$ cat src/rtl/busclk_pkg.sv
package busclk_pkg;

  typedef enum logic [1:0] {
    MODE_NORM = 2'b00,
    MODE_FAST = 2'b01,
    MODE_EXT  = 2'b10
  } bus_mode_e;

  // The reserved code 2'b11 falls back to normal speed.
  function automatic bus_mode_e decode_mode(input logic [1:0] code);
    case (code)
      2'b01:   return MODE_FAST;
      2'b10:   return MODE_EXT;
      default: return MODE_NORM;
    endcase
  endfunction

  function automatic int max3(input int a, input int b, input int c);
    int m;
    m = (a > b) ? a : b;
    return (m > c) ? m : c;
  endfunction

endpackage

$ cat src/rtl/busclk_mode_ctl.sv
module busclk_mode_ctl
  import busclk_pkg::*;
(
  input  logic       clk,
  input  logic       rst,
  input  logic [1:0] mode_req,
  input  logic       apply,
  output bus_mode_e  mode
);

  bus_mode_e mode_q;

  // The requested mode is held at the pin and sampled only at the E-fall boundary.
  always_ff @(posedge clk) begin
    if (rst)        mode_q <= MODE_NORM;
    else if (apply) mode_q <= decode_mode(mode_req);
  end

  assign mode = mode_q;

  p_mode_hold_r6: assert property (@(posedge clk) disable iff (rst)
    !apply |=> $stable(mode_q))
    else $error("mode changed away from an E-fall boundary");

  p_mode_code_r6: assert property (@(posedge clk) disable iff (rst)
    mode_q != 2'b11)
    else $error("reserved mode code applied");

endmodule

$ cat src/rtl/busclk_prediv.sv
module busclk_prediv
  import busclk_pkg::*;
#(
  parameter int NORM_DIV = 4,
  parameter int FAST_DIV = 2,
  parameter int EXT_DIV  = 4
) (
  input  logic      clk,
  input  logic      rst,
  input  bus_mode_e mode,
  input  logic      restart,
  output logic      adv
);

  localparam int MAX_DIV = max3(NORM_DIV, FAST_DIV, EXT_DIV);
  localparam int CW      = (MAX_DIV > 2) ? $clog2(MAX_DIV) : 1;

  logic [CW-1:0] cnt_q;
  logic [CW-1:0] lim;

  always_comb begin
    case (mode)
      MODE_FAST: lim = CW'(FAST_DIV - 1);
      MODE_EXT:  lim = CW'(EXT_DIV - 1);
      default:   lim = CW'(NORM_DIV - 1);
    endcase
  end

  // One enable every lim+1 reference cycles: four times the bus rate.
  assign adv = (cnt_q == lim);

  always_ff @(posedge clk) begin
    if (rst || restart) cnt_q <= '0;
    else if (adv)       cnt_q <= '0;
    else                cnt_q <= cnt_q + 1'b1;
  end

  p_cnt_bound_r2: assert property (@(posedge clk) disable iff (rst)
    cnt_q <= lim)
    else $error("pre-divider count past its limit");

endmodule

$ cat src/rtl/busclk_phasegen.sv
module busclk_phasegen (
  input  logic clk,
  input  logic rst,
  input  logic adv,
  output logic wrap,
  output logic e_out,
  output logic q_out,
  output logic rise_stb,
  output logic fall_stb,
  output logic vid_slot,
  output logic cpu_slot
);

  // Phase code 0..3: E = bit 1, Q = bit1 ^ bit0 (Gray order of E/Q).
  logic [1:0] ph_q;
  logic [1:0] ph_nxt;

  assign ph_nxt = adv ? ph_q + 2'd1 : ph_q;
  assign wrap   = adv && (ph_q == 2'b11);

  always_ff @(posedge clk) begin
    if (rst) begin
      ph_q     <= 2'b00;
      e_out    <= 1'b0;
      q_out    <= 1'b0;
      rise_stb <= 1'b0;
      fall_stb <= 1'b0;
      vid_slot <= 1'b1;
      cpu_slot <= 1'b0;
    end else begin
      ph_q     <= ph_nxt;
      e_out    <= ph_nxt[1];
      q_out    <= ph_nxt[1] ^ ph_nxt[0];
      rise_stb <= adv && (ph_q == 2'b01);
      fall_stb <= wrap;
      vid_slot <= ~ph_nxt[1];
      cpu_slot <= ph_nxt[1];
    end
  end

  p_q_lead_rise_r1: assert property (@(posedge clk) disable iff (rst)
    $rose(e_out) |-> q_out)
    else $error("E rose while Q low");

  p_q_lead_fall_r1: assert property (@(posedge clk) disable iff (rst)
    $fell(e_out) |-> !q_out)
    else $error("E fell while Q high");

  p_one_toggle_r1: assert property (@(posedge clk) disable iff (rst)
    $countones({e_out, q_out} ^ $past({e_out, q_out})) <= 1)
    else $error("E and Q toggled together");

  p_slot_onehot_r7: assert property (@(posedge clk) disable iff (rst)
    $onehot({vid_slot, cpu_slot}))
    else $error("slot flags not one-hot");

  p_slot_match_r7: assert property (@(posedge clk) disable iff (rst)
    cpu_slot == e_out)
    else $error("cpu slot disagrees with E");

  p_rise_stb_r8: assert property (@(posedge clk) disable iff (rst)
    rise_stb == $rose(e_out))
    else $error("rise strobe misplaced");

  p_fall_stb_r8: assert property (@(posedge clk) disable iff (rst)
    fall_stb == $fell(e_out))
    else $error("fall strobe misplaced");

endmodule

$ cat src/rtl/busclk_subtick.sv
module busclk_subtick #(
  parameter int LEG_DIV = 4,
  parameter int EXT_DIV = 8
) (
  input  logic clk,
  input  logic rst,
  input  logic ext_sel,
  input  logic clr,
  output logic tick
);

  localparam int MAX_DIV = (LEG_DIV > EXT_DIV) ? LEG_DIV : EXT_DIV;
  localparam int SW      = (MAX_DIV > 2) ? $clog2(MAX_DIV) : 1;

  logic [SW-1:0] cnt_q;
  logic [SW-1:0] lim;

  assign lim = ext_sel ? SW'(EXT_DIV - 1) : SW'(LEG_DIV - 1);

  always_ff @(posedge clk) begin
    if (rst) begin
      cnt_q <= '0;
      tick  <= 1'b0;
    end else begin
      tick <= (cnt_q == lim);
      if (clr || cnt_q == lim) cnt_q <= '0;
      else                     cnt_q <= cnt_q + 1'b1;
    end
  end

  p_sub_bound_r5: assert property (@(posedge clk) disable iff (rst)
    cnt_q <= lim)
    else $error("subcarrier count past its limit");

  p_tick_gap_r5: assert property (@(posedge clk) disable iff (rst)
    tick |=> !tick)
    else $error("subcarrier tick longer than one cycle");

endmodule

$ cat src/rtl/busclk_gen.sv
module busclk_gen
  import busclk_pkg::*;
#(
  parameter int NORM_PRE_DIV = 4,
  parameter int FAST_PRE_DIV = 2,
  parameter int EXT_PRE_DIV  = 4,
  parameter int LEG_SUB_DIV  = 4,
  parameter int EXT_SUB_DIV  = 8
) (
  input  logic       clk,
  input  logic       rst,
  input  logic [1:0] mode_req,
  output logic       bus_e,
  output logic       bus_q,
  output logic       e_rise_stb,
  output logic       e_fall_stb,
  output logic       csub_tick,
  output logic       video_slot,
  output logic       cpu_slot,
  output logic [1:0] mode_active
);

  bus_mode_e mode;
  logic      adv;
  logic      wrap;

  busclk_mode_ctl mode_i (
    .clk      (clk),
    .rst      (rst),
    .mode_req (mode_req),
    .apply    (wrap),
    .mode     (mode)
  );

  busclk_prediv #(
    .NORM_DIV (NORM_PRE_DIV),
    .FAST_DIV (FAST_PRE_DIV),
    .EXT_DIV  (EXT_PRE_DIV)
  ) prediv_i (
    .clk     (clk),
    .rst     (rst),
    .mode    (mode),
    .restart (wrap),
    .adv     (adv)
  );

  busclk_phasegen phase_i (
    .clk      (clk),
    .rst      (rst),
    .adv      (adv),
    .wrap     (wrap),
    .e_out    (bus_e),
    .q_out    (bus_q),
    .rise_stb (e_rise_stb),
    .fall_stb (e_fall_stb),
    .vid_slot (video_slot),
    .cpu_slot (cpu_slot)
  );

  busclk_subtick #(
    .LEG_DIV (LEG_SUB_DIV),
    .EXT_DIV (EXT_SUB_DIV)
  ) sub_i (
    .clk     (clk),
    .rst     (rst),
    .ext_sel (mode == MODE_EXT),
    .clr     (wrap),
    .tick    (csub_tick)
  );

  assign mode_active = mode;

endmodule

$ cat config.mk
export PLATFORM = sky130hd
export DESIGN_NAME = busclk_gen
export DESIGN_NICKNAME = d
export VERILOG_FILES = /design/src/rtl/busclk_pkg.sv /design/src/rtl/busclk_mode_ctl.sv /design/src/rtl/busclk_prediv.sv /design/src/rtl/busclk_phasegen.sv /design/src/rtl/busclk_subtick.sv /design/src/rtl/busclk_gen.sv
export SDC_FILE = /design/constraint.sdc
export NUM_CORES = 1
export LEC_CHECK = 0
export ABC_AREA = 1
export BUFFER_PORTS_ARGS = -buffer_cell sky130_fd_sc_hd__clkbuf_2
export CAP_MARGIN = 20
export CORE_AREA = 2 2 39 41
export DETAILED_ROUTE_END_ITERATION = 8
export DIE_AREA = 0 0 41 43
export PLACE_DENSITY = 0.75
export SYNTH_ARGS = -nofsm -noshare
export SYNTH_HDL_FRONTEND = slang
export SYNTH_SLANG_ARGS = --single-unit
$ cat constraint.sdc
create_clock -name clk -period 1.35 [get_ports clk]
set_input_delay 0.0675 -clock clk [delete_from_list [all_inputs] [get_ports clk]]
set_output_delay 0.0675 -clock clk [all_outputs]
set_load 0.02 [all_outputs]
Yosys cells after proc, flatten, opt, wreduce, memory -nomap -nowiden
Cells that the tools add are included.
{"block": "word_totals", "register_bits": 15, "out_inout_bits": 9}
{"block": "op_classes", "addsub": 3, "n_eq_ne": 8, "n_mux": 4, "n_bitwise": 2, "reduce_logical": 6}
{"operator": "== test 2 x 1 -> 1 bit, second input constant", "count": 3}
{"operator": "== test 2 bit, second input constant", "count": 3}
{"operator": "adder 2 x 1 -> 2 bit, second input constant", "count": 2}
{"operator": "two-way mux 2 bit", "count": 2}
{"operator": "one-hot mux 2 bit (2 select lines)", "count": 1}
{"operator": "OR reduction 2 bit", "count": 2}
{"operator": "adder 3 x 1 -> 3 bit, second input constant", "count": 1}
{"operator": "== test 3 bit", "count": 1}
{"operator": "two-way mux 3 bit", "count": 1}
{"operator": "== test 2 bit", "count": 1}
{"operator": "logical AND 1 bit", "count": 2}
{"operator": "logical OR 1 bit", "count": 2}
{"operator": "inverter 1 bit", "count": 1}
{"operator": "XOR 1 bit", "count": 1}

Longest topological paths before layout
Gate-level depths: netlist of run 1.
{"block": "depth", "depth_word": 6, "mapped_depth": 9}

Modules after synthesis
A second synthesis of run 1 with hierarchy kept.
{"block": "hier_totals", "cells_unflattened": 81, "area_unflattened_um2": 606.8}
{"module": "busclk_phasegen", "instances": 1, "cells_each": 33, "area_per_inst_um2": 254.0}
{"module": "busclk_subtick", "instances": 1, "cells_each": 18, "area_per_inst_um2": 155.1}
{"module": "busclk_prediv", "instances": 1, "cells_each": 15, "area_per_inst_um2": 98.8}
{"module": "busclk_mode_ctl", "instances": 1, "cells_each": 13, "area_per_inst_um2": 88.8}
{"module": "busclk_gen", "instances": 1, "cells_each": 2, "area_per_inst_um2": 10.0}

Least setup slack after synthesis of run 1
Ideal clock, no wire load.
{"block": "synth_path", "kind": "register to register", "startpoint": "reg phase_i.ph_q[1]", "endpoint": "reg phase_i.q_out", "setup_ps": 113, "arrival_time_ps": 1137, "slack_ps": 100, "path_stages_with_launch": 8, "period_less_slack_ps": 1250, "path_cell_list": "dfxtp_1 -> inv_1 -> ha_1 -> nand4_1 -> nand2_1 -> nand2_1 -> nand2_1 -> nor2_1"}
{"block": "synth_between", "elab_chain_cells": 3}
{"element": "from (decl)", "line": "busclk_phasegen.sv:15", "source": "logic [1:0] ph_q;"}
{"element": "from (signal assigned)", "line": "busclk_phasegen.sv:31", "source": "ph_q <= ph_nxt;"}
{"element": "adder 2 x 1 -> 2 bit", "line": "busclk_phasegen.sv:18", "source": "assign ph_nxt = adv ? ph_q + 2'd1 : ph_q;"}
{"element": "two-way mux 2 bit *", "line": "busclk_phasegen.sv:18"}
{"element": "XOR 1 bit *", "line": "busclk_phasegen.sv:33", "source": "q_out <= ph_nxt[1] ^ ph_nxt[0];"}
{"element": "to (signal assigned)", "line": "busclk_phasegen.sv:33"}
{"element": "to (decl)", "line": "busclk_phasegen.sv:7", "source": "output logic q_out,"}
Every way passes the cells marked *; elsewhere a longest branch is shown, timed or not.
A chain may end at the register's enable or synchronous reset.

Final worst setup path of run 1
Same ends and word-level chain as after synthesis.

==> key figures, run 1 <==
Die
  • IO Count: 13
  • Die width: between 40 and 50 um
  • Die area: between 1500 and 2000 um2
  • Cell row count: 14
  • Die height: 43 um
  • Starting Density: 41.32%
  • Core Area: 1384 um2

Global route
  • Vias in the first global route: about 450
  • First-pass GRT wire length: approximately 1700 um
  • Largest net degree at the start of global routing: 9
  • Initial antenna violation count: 0
  • GRT Overall Usage: between 10 and 15%
  • GRT overflow: 0

CTS
  • Post-CTS sizing: 0
  • CTS Buf Count: 3
  • Clock tree buffer depth: 2
  • Root buffer cell: clkbuf_4
  • Clock latency on the worst-skew pair: 0.27 ns
  • # hold bufs at CTS: 0
  • Clk slew on worst S/H paths: 0.07 ns
  • Total setup buffers inserted after CTS: 0
  • Htree depth: 1
  • Clock tree sinks: 14
  • CTS tree: done

Drt
  • DR WL/cell: approximately 9.6 um
  • DRT iter0 DRCs: 4
  • Avg Vias per Cell: around 4.9
  • Total length of routed wires: a little over 900 um
  • Drt pass-1 iters: 4
  • Drt drc: 0
  • Antenna-violating nets left: 0
  • Vias: 473

STA
  • Worst clock skew: about 0.00073 ns
  • Final number of setup-violating endpoints: 0
  • RSZ-0062 raised after global routing: no
  • Period Utilization, post-route: between 90% and 100%
  • Min Tclk post-route: 1.223 ns
  • Slew @ Worst Pin: ~0.23 ns
  • Accumulated negative setup slack: 0 ns
  • Max-slew headroom: 84.47%
  • Final hold violation count: 0
  • Max Freq: 817.3 MHz
  • Max-slew violation total from the final report: 0

Pwr
  • VDD IR-drop max: about 0.00063 V
  • Pleak: 0.0003236 uW
  • Power per cell area: about 1200 nW/um2

Critical path
  • Crit path kind: register to register
  • Worst setup path startpoint: phase_i.ph_q[1]
  • Reg2reg path depth: 6
  • Worst Setup EP: phase_i.q_out
  • Worst setup EP type: register
  • Startpoint Class: register
  • Worst R2R Setup Slack: around 0.13 ns
  • Required @ worst endpoint: roughly 1.5 ns
  • Critical path peak fanout: 4
  • RR Endpoint: phase_i.q_out
  • Worst Path Arrival: about 1.4 ns
  • Worst R2R Start: phase_i.ph_q[1]

Logic synthesis
  • Mapped Area: approximately 570 um2
  • Avg Cell Area, Syn: 8.409 um2
  • Post-synth cell types: 16
  • Register area share after synthesis: around half
  • Post-synthesis cell count: 68
  • Post-Syn Nets: 75
  • Syn. warnings: 0
  • #FFs+latches synth: 14

Cells and area
  • Layout area overhead: 15.32%
  • Final non-filler cell area: around 660 um2
  • Most frequent cells in the layout: dfxtp_1, clkbuf_2, nor2_1, inv_1, nand2_1
  • Most common cell after layout, fill and taps aside: dfxtp_1
  • # diodes: 0
  • Nets: 90
  • Fraction of layout cells with a size suffix above 1: ~26%

Worst hold path
  • Hold path start: rst
  • Hold Crit Class: primary input to register

Outcome
  • Status: finished clean

Place
  • Placer Congestion: between 0.8 and 0.9
  • DP Area: approximately 640 um2
  • HPWL after detailed placement: roughly 730 um
  • Port buffer count: 12

Run
  • Total of max-cap violations: 0
==> cell usage after synthesis <==
| library cell | number | area (um2) |
|---|---|---|
| o21ai_0 | 2 | 10.01 |
| nand3_1 | 3 | 15.01 |
| nand4_1 | 4 | 25.02 |
| nand2_1 | 9 | 33.78 |
| inv_2 | 1 | 3.750 |
| ha_1 | 3 | 37.54 |
| nand3b_1 | 1 | 7.510 |
| nor2_1 | 11 | 41.29 |
| nand3_2 | 2 | 20.02 |
| o21ai_2 | 1 | 8.760 |
| inv_1 | 9 | 33.78 |
| xnor2_1 | 2 | 17.52 |
| nor3_1 | 2 | 10.01 |
| nand2_2 | 2 | 12.51 |
| dfxtp_1 | 14 | 280.3 |
| buf_4 | 2 | 15.01 |
==> worst min path at each step <==
stage	to	slack, ns	cells after the start
global route	mode_i.mode[0]	0.09	4
global placement	phase_i.rise_stb	0.36	2
CTS	sub_i.tick	0.07	2
floorplan	mode_i.mode[1]	0.23	2
detailed placement	sub_i.tick	0.36	2
finish	sub_i.tick	0.06	2
==> kinds of logic (layout without fill, tap and decap cells) <==
family	count (synthesis)	in the layout	share of synthesized area [%]
adders and majority gates	3	3	6.565
and+or+nand+nor	34	34	28.88
AOI/OAI and AO/OA	3	3	3.283
DFF	14	14	49.02
buffers and inverters	12	25	9.189
xor gates and xnor gates	2	2	3.064
==> flip-flops by register name, indices dropped and copies added (netlist names) <==
register,flops
prediv_i.cnt_q,2
sub_i.cnt_q,3
phase_i.q_out,1
phase_i.fall_stb,1
mode_i.mode,2
phase_i.rise_stb,1
phase_i.ph_q,2
phase_i.vid_slot,1
sub_i.tick,1
==> where the power goes <==
group	switching, uW	internal [uW]
Clock	121	103
Sequential	22.1	443
Combinational	68.9	44.7
==> worst max-delay path, cell delays in order, from the launching register on <==
cell	delay (ns)
dfxtp_1	0.38
inv_1	0.07
ha_1	0.29
nand4_1	0.12
nand2_1	0.08
nor2_1	0.13
nor2_1	0.06
==> cell type report <==
cell class,count,area [um2]
Clock buffer,3,22.52
Sequential cell,14,280.3
Multi-Input combinational cell,42,239.0
Timing Repair Buffer,12,60.06
Fill cell,138,724.4
Inverter,10,37.54
Tap cell,16,20.02
==> stage by stage <==
stage | setup slack [ns] | hold slack (ns) | cells | util (%) | power [uW]
floorplan | 0.1003 | 0.2278 | 68 | - | 562.4
global placement | 0.2271 | 0.3598 | 94 | 46.02 | 584.6
detailed placement | 0.1511 | 0.3586 | 94 | 46.02 | 590.0
CTS | 0.1289 | 0.06559 | 97 | 47.65 | 811.5
global route | 0.02061 | 0.08671 | 97 | 47.65 | 851.7
finish | 0.1265 | 0.06472 | 97 | 47.65 | 802.3
==> routing by layer <==
layer	wire length, um	part of all wire (%)	vias up	GRT usage (%)
met1	425	46	213	18.42
met2	425	46	12	20.63
li1	-	-	243	-
met4	36	3.9	0	10.00
met3	41	4.4	5	1.571
met5	0	0	-	0
Note: power is estimated with default switching activity, not from simulation.
==> run 2: changes to the inputs <==
clock period = 1.2 ns   (was 1.35 ns; I/O delays follow)
==> key figures, run 2 (synthesized netlist as in run 1, its figures left out) <==
Critical path
  • Required @ worst endpoint: 1.42 ns (was 1.52 ns)
  • Worst setup EP type: register (unchanged)
  • Crit path buf inv count: 0 (was 1)
  • Critical path's largest stage delay: 0.39 ns (was 0.38 ns)
  • Worst Path Arrival: 1.35 ns (was 1.40 ns)
  • CP cell instances: ha_1 -> nand4_1 -> nor2_1 -> nand2_1 -> o21ai_2 (was inv_1 -> ha_1 -> nand4_1 -> nand2_1 -> nor2_1 -> nor2_1)
  • Startpoint Class: register (unchanged)
  • Top cell family by delay on the critical path: simple AND/OR/NAND/NOR gates (unchanged)
  • Crit-path slowest cell: dfxtp_2 (was dfxtp_1)
  • Critical path peak fanout: 4 (unchanged)
  • Crit path kind: register to register (unchanged)

CTS
  • Clock tree buffer depth: 2 (unchanged)
  • Clock latency on the worst-skew pair: 0.29 ns (was 0.27 ns)
  • Root buffer cell: clkbuf_4 (unchanged)
  • CTS Buf Count: 3 (unchanged)
  • CTS tree: done (unchanged)
  • Clock tree sinks: 14 (unchanged)
  • Clk slew on worst S/H paths: 0.08 ns (was 0.07 ns)
  • Htree depth: 1 (unchanged)

Cells and area
  • Multi-input gate area: 276.5 um2 (was 239.0 um2)
  • Final non-filler cell area: 739.5 um2 (was 659.4 um2)
  • Max FFs per register: 3 (unchanged)
  • Most frequent cells in the layout: clkbuf_2, nor2_1, dfxtp_1, inv_1, nand2_2 (was dfxtp_1, clkbuf_2, nor2_1, inv_1, nand2_1)
  • Nets: 93 (was 90)
  • Most flops, register: sub_i.cnt_q (unchanged)
  • Fraction of layout cells with a size suffix above 1: 43.53% (was 25.93%)
  • Layout area overhead: 29.32% (was 15.32%)
  • Most common cell after layout, fill and taps aside: clkbuf_2 (was dfxtp_1)
  • # diodes: 0 (unchanged)
  • Layout fillers: 127 (was 138)
  • Storage element area: 286.5 um2 (was 280.3 um2)

Die
  • Cell row count: 14 (unchanged)
  • Die area: 1763 um2 (unchanged)
  • Core Area: 1384 um2 (unchanged)
  • Die width: 41 um (unchanged)
  • Starting Density: 41.32% (unchanged)
  • Die height: 43 um (unchanged)
  • IO Count: 13 (unchanged)

Global route
  • GRT Overall Usage: 14.14% (was 14.16%)
  • Vias in the first global route: 435 (was 451)
  • Initial antenna violation count: 0 (unchanged)
  • Largest net degree at the start of global routing: 9 (unchanged)
  • GRT overflow: 0 (unchanged)
  • First-pass GRT wire length: 1635 um (was 1725 um)

Place
  • Port buffer count: 12 (unchanged)
  • Placer Congestion: 0.8370 (was 0.8348)
  • DP Area: 638.1 um2 (was 636.9 um2)
  • HPWL after detailed placement: 751.1 um (was 733.3 um)

Drt
  • Vias: 492 (was 473)
  • DR WL/cell: 11.05 um (was 9.577 um)
  • Avg Vias per Cell: 4.871 (was 4.876)
  • Drt drc: 0 (unchanged)
  • DRT iter0 DRCs: 6 (was 4)
  • Antenna-violating nets left: 0 (unchanged)
  • Total length of routed wires: 1116 um (was 929 um)
  • Drt pass-1 iters: 4 (unchanged)

STA
  • Period Utilization, post-route: 93.62% (was 90.63%)
  • Hold Worst Slack: 0.04180 ns (was 0.06472 ns)
  • Max Freq: 890.1 MHz (was 817.3 MHz)
  • Final hold violation count: 0 (unchanged)
  • Max-slew headroom: 81.80% (was 84.47%)
  • RSZ-0062 raised after global routing: yes (was no)
  • Worst clock skew: 0.0007481 ns (was 0.0007261 ns)
  • Min Tclk post-route: 1.123 ns (was 1.223 ns)
  • Slew @ Worst Pin: 0.2726 ns (was 0.2326 ns)
  • Final number of setup-violating endpoints: 0 (unchanged)
  • Max-slew violation total from the final report: 0 (unchanged)

Run
  • Total of max-cap violations: 0 (unchanged)

Pwr
  • PnR Total Power: 1032 uW (was 802.3 uW)
  • Pleak: 0.0003473 uW (was 0.0003236 uW)
  • Power per cell area: 1396 nW/um2 (was 1217 nW/um2)
  • VDD IR-drop max: 0.0005767 V (was 0.0006288 V)

Outcome
  • Status: finished clean (unchanged)

Worst hold path
  • Hold Crit Class: primary input to register (unchanged)
==> run 2: changes by cell type in the layout (fill, tap and decap cells not counted), moves of 3 or more <==
cell     delta
nand2_2     +4
buf_4       +3
dfxtp_2     +5
nand2_1     -5
dfxtp_1     -5
==> run 2: routing by layer <==
layer,global-route usage (%),share of wire [%],wire [um],vias to the layer above
met3,1.571,4.1,46,7
li1,-,-,-,248
met4,14.00,5.6,63,0
met1,16.39,44,491,223
met5,0,0,0,-
met2,20.63,46,514,14
==> run 2: path summary, 6_finish.rpt <==
kind | end | from | depth (start not counted) | slack [ns]
worst max-delay path | mode_i.mode[0] | phase_i.ph_q[0] | 5 | 0.08
worst min-delay path | phase_i.ph_q[0] | rst | 2 | 0.04
worst max register to register | mode_i.mode[0] | phase_i.ph_q[0] | 5 | 0.08
worst min register to register | sub_i.cnt_q[0] | sub_i.cnt_q[0] | 1 | 0.42
==> run 2: area by class of cell <==
type | count | area share [%]
Tap cell | 16 | 2.707
Multi-Input combinational cell | 42 | 37.39
Timing Repair Buffer | 15 | 11.17
Inverter | 10 | 5.076
Clock buffer | 4 | 4.907
Sequential cell | 14 | 38.75
==> run 2: timing repair <==
item	CTS	global route
endpoints found under the setup margin	0	2
resized for setup	0	13
hold buffers	0	0
setup buffers	0	3
==> run 2: power by group <==
group	total, uW	switching, uW	internal, uW
clock network	346	161	185
logic	158	91.8	66.5
registers	528	27.6	500
==> run 2: worst reg2reg max path: cells and delay by family, from the launching register on <==
family,cells,cell delay [ns]
and+or+nand+nor,3,0.41
DFF,1,0.39
adders and majority gates,1,0.20
AOI/OAI and AO/OA,1,0.06
==> run 2: stage by stage <==
| step | util [%] | setup WS (ns) | instances | setup TNS, ns |
|---|---|---|---|---|
| 6_report | 53.44 | 0.07651 | 101 | 0 |
| 5_1_grt | 53.44 | -0.01639 | 101 | -0.01795 |
| 4_1_cts | 48.73 | 0.03224 | 98 | 0 |
| 3_5_place_dp | 46.11 | 0.05919 | 94 | 0 |
| 3_3_place_gp | 46.11 | 0.1101 | 94 | 0 |
| 2_1_floorplan | - | 0.04754 | 68 | 0 |
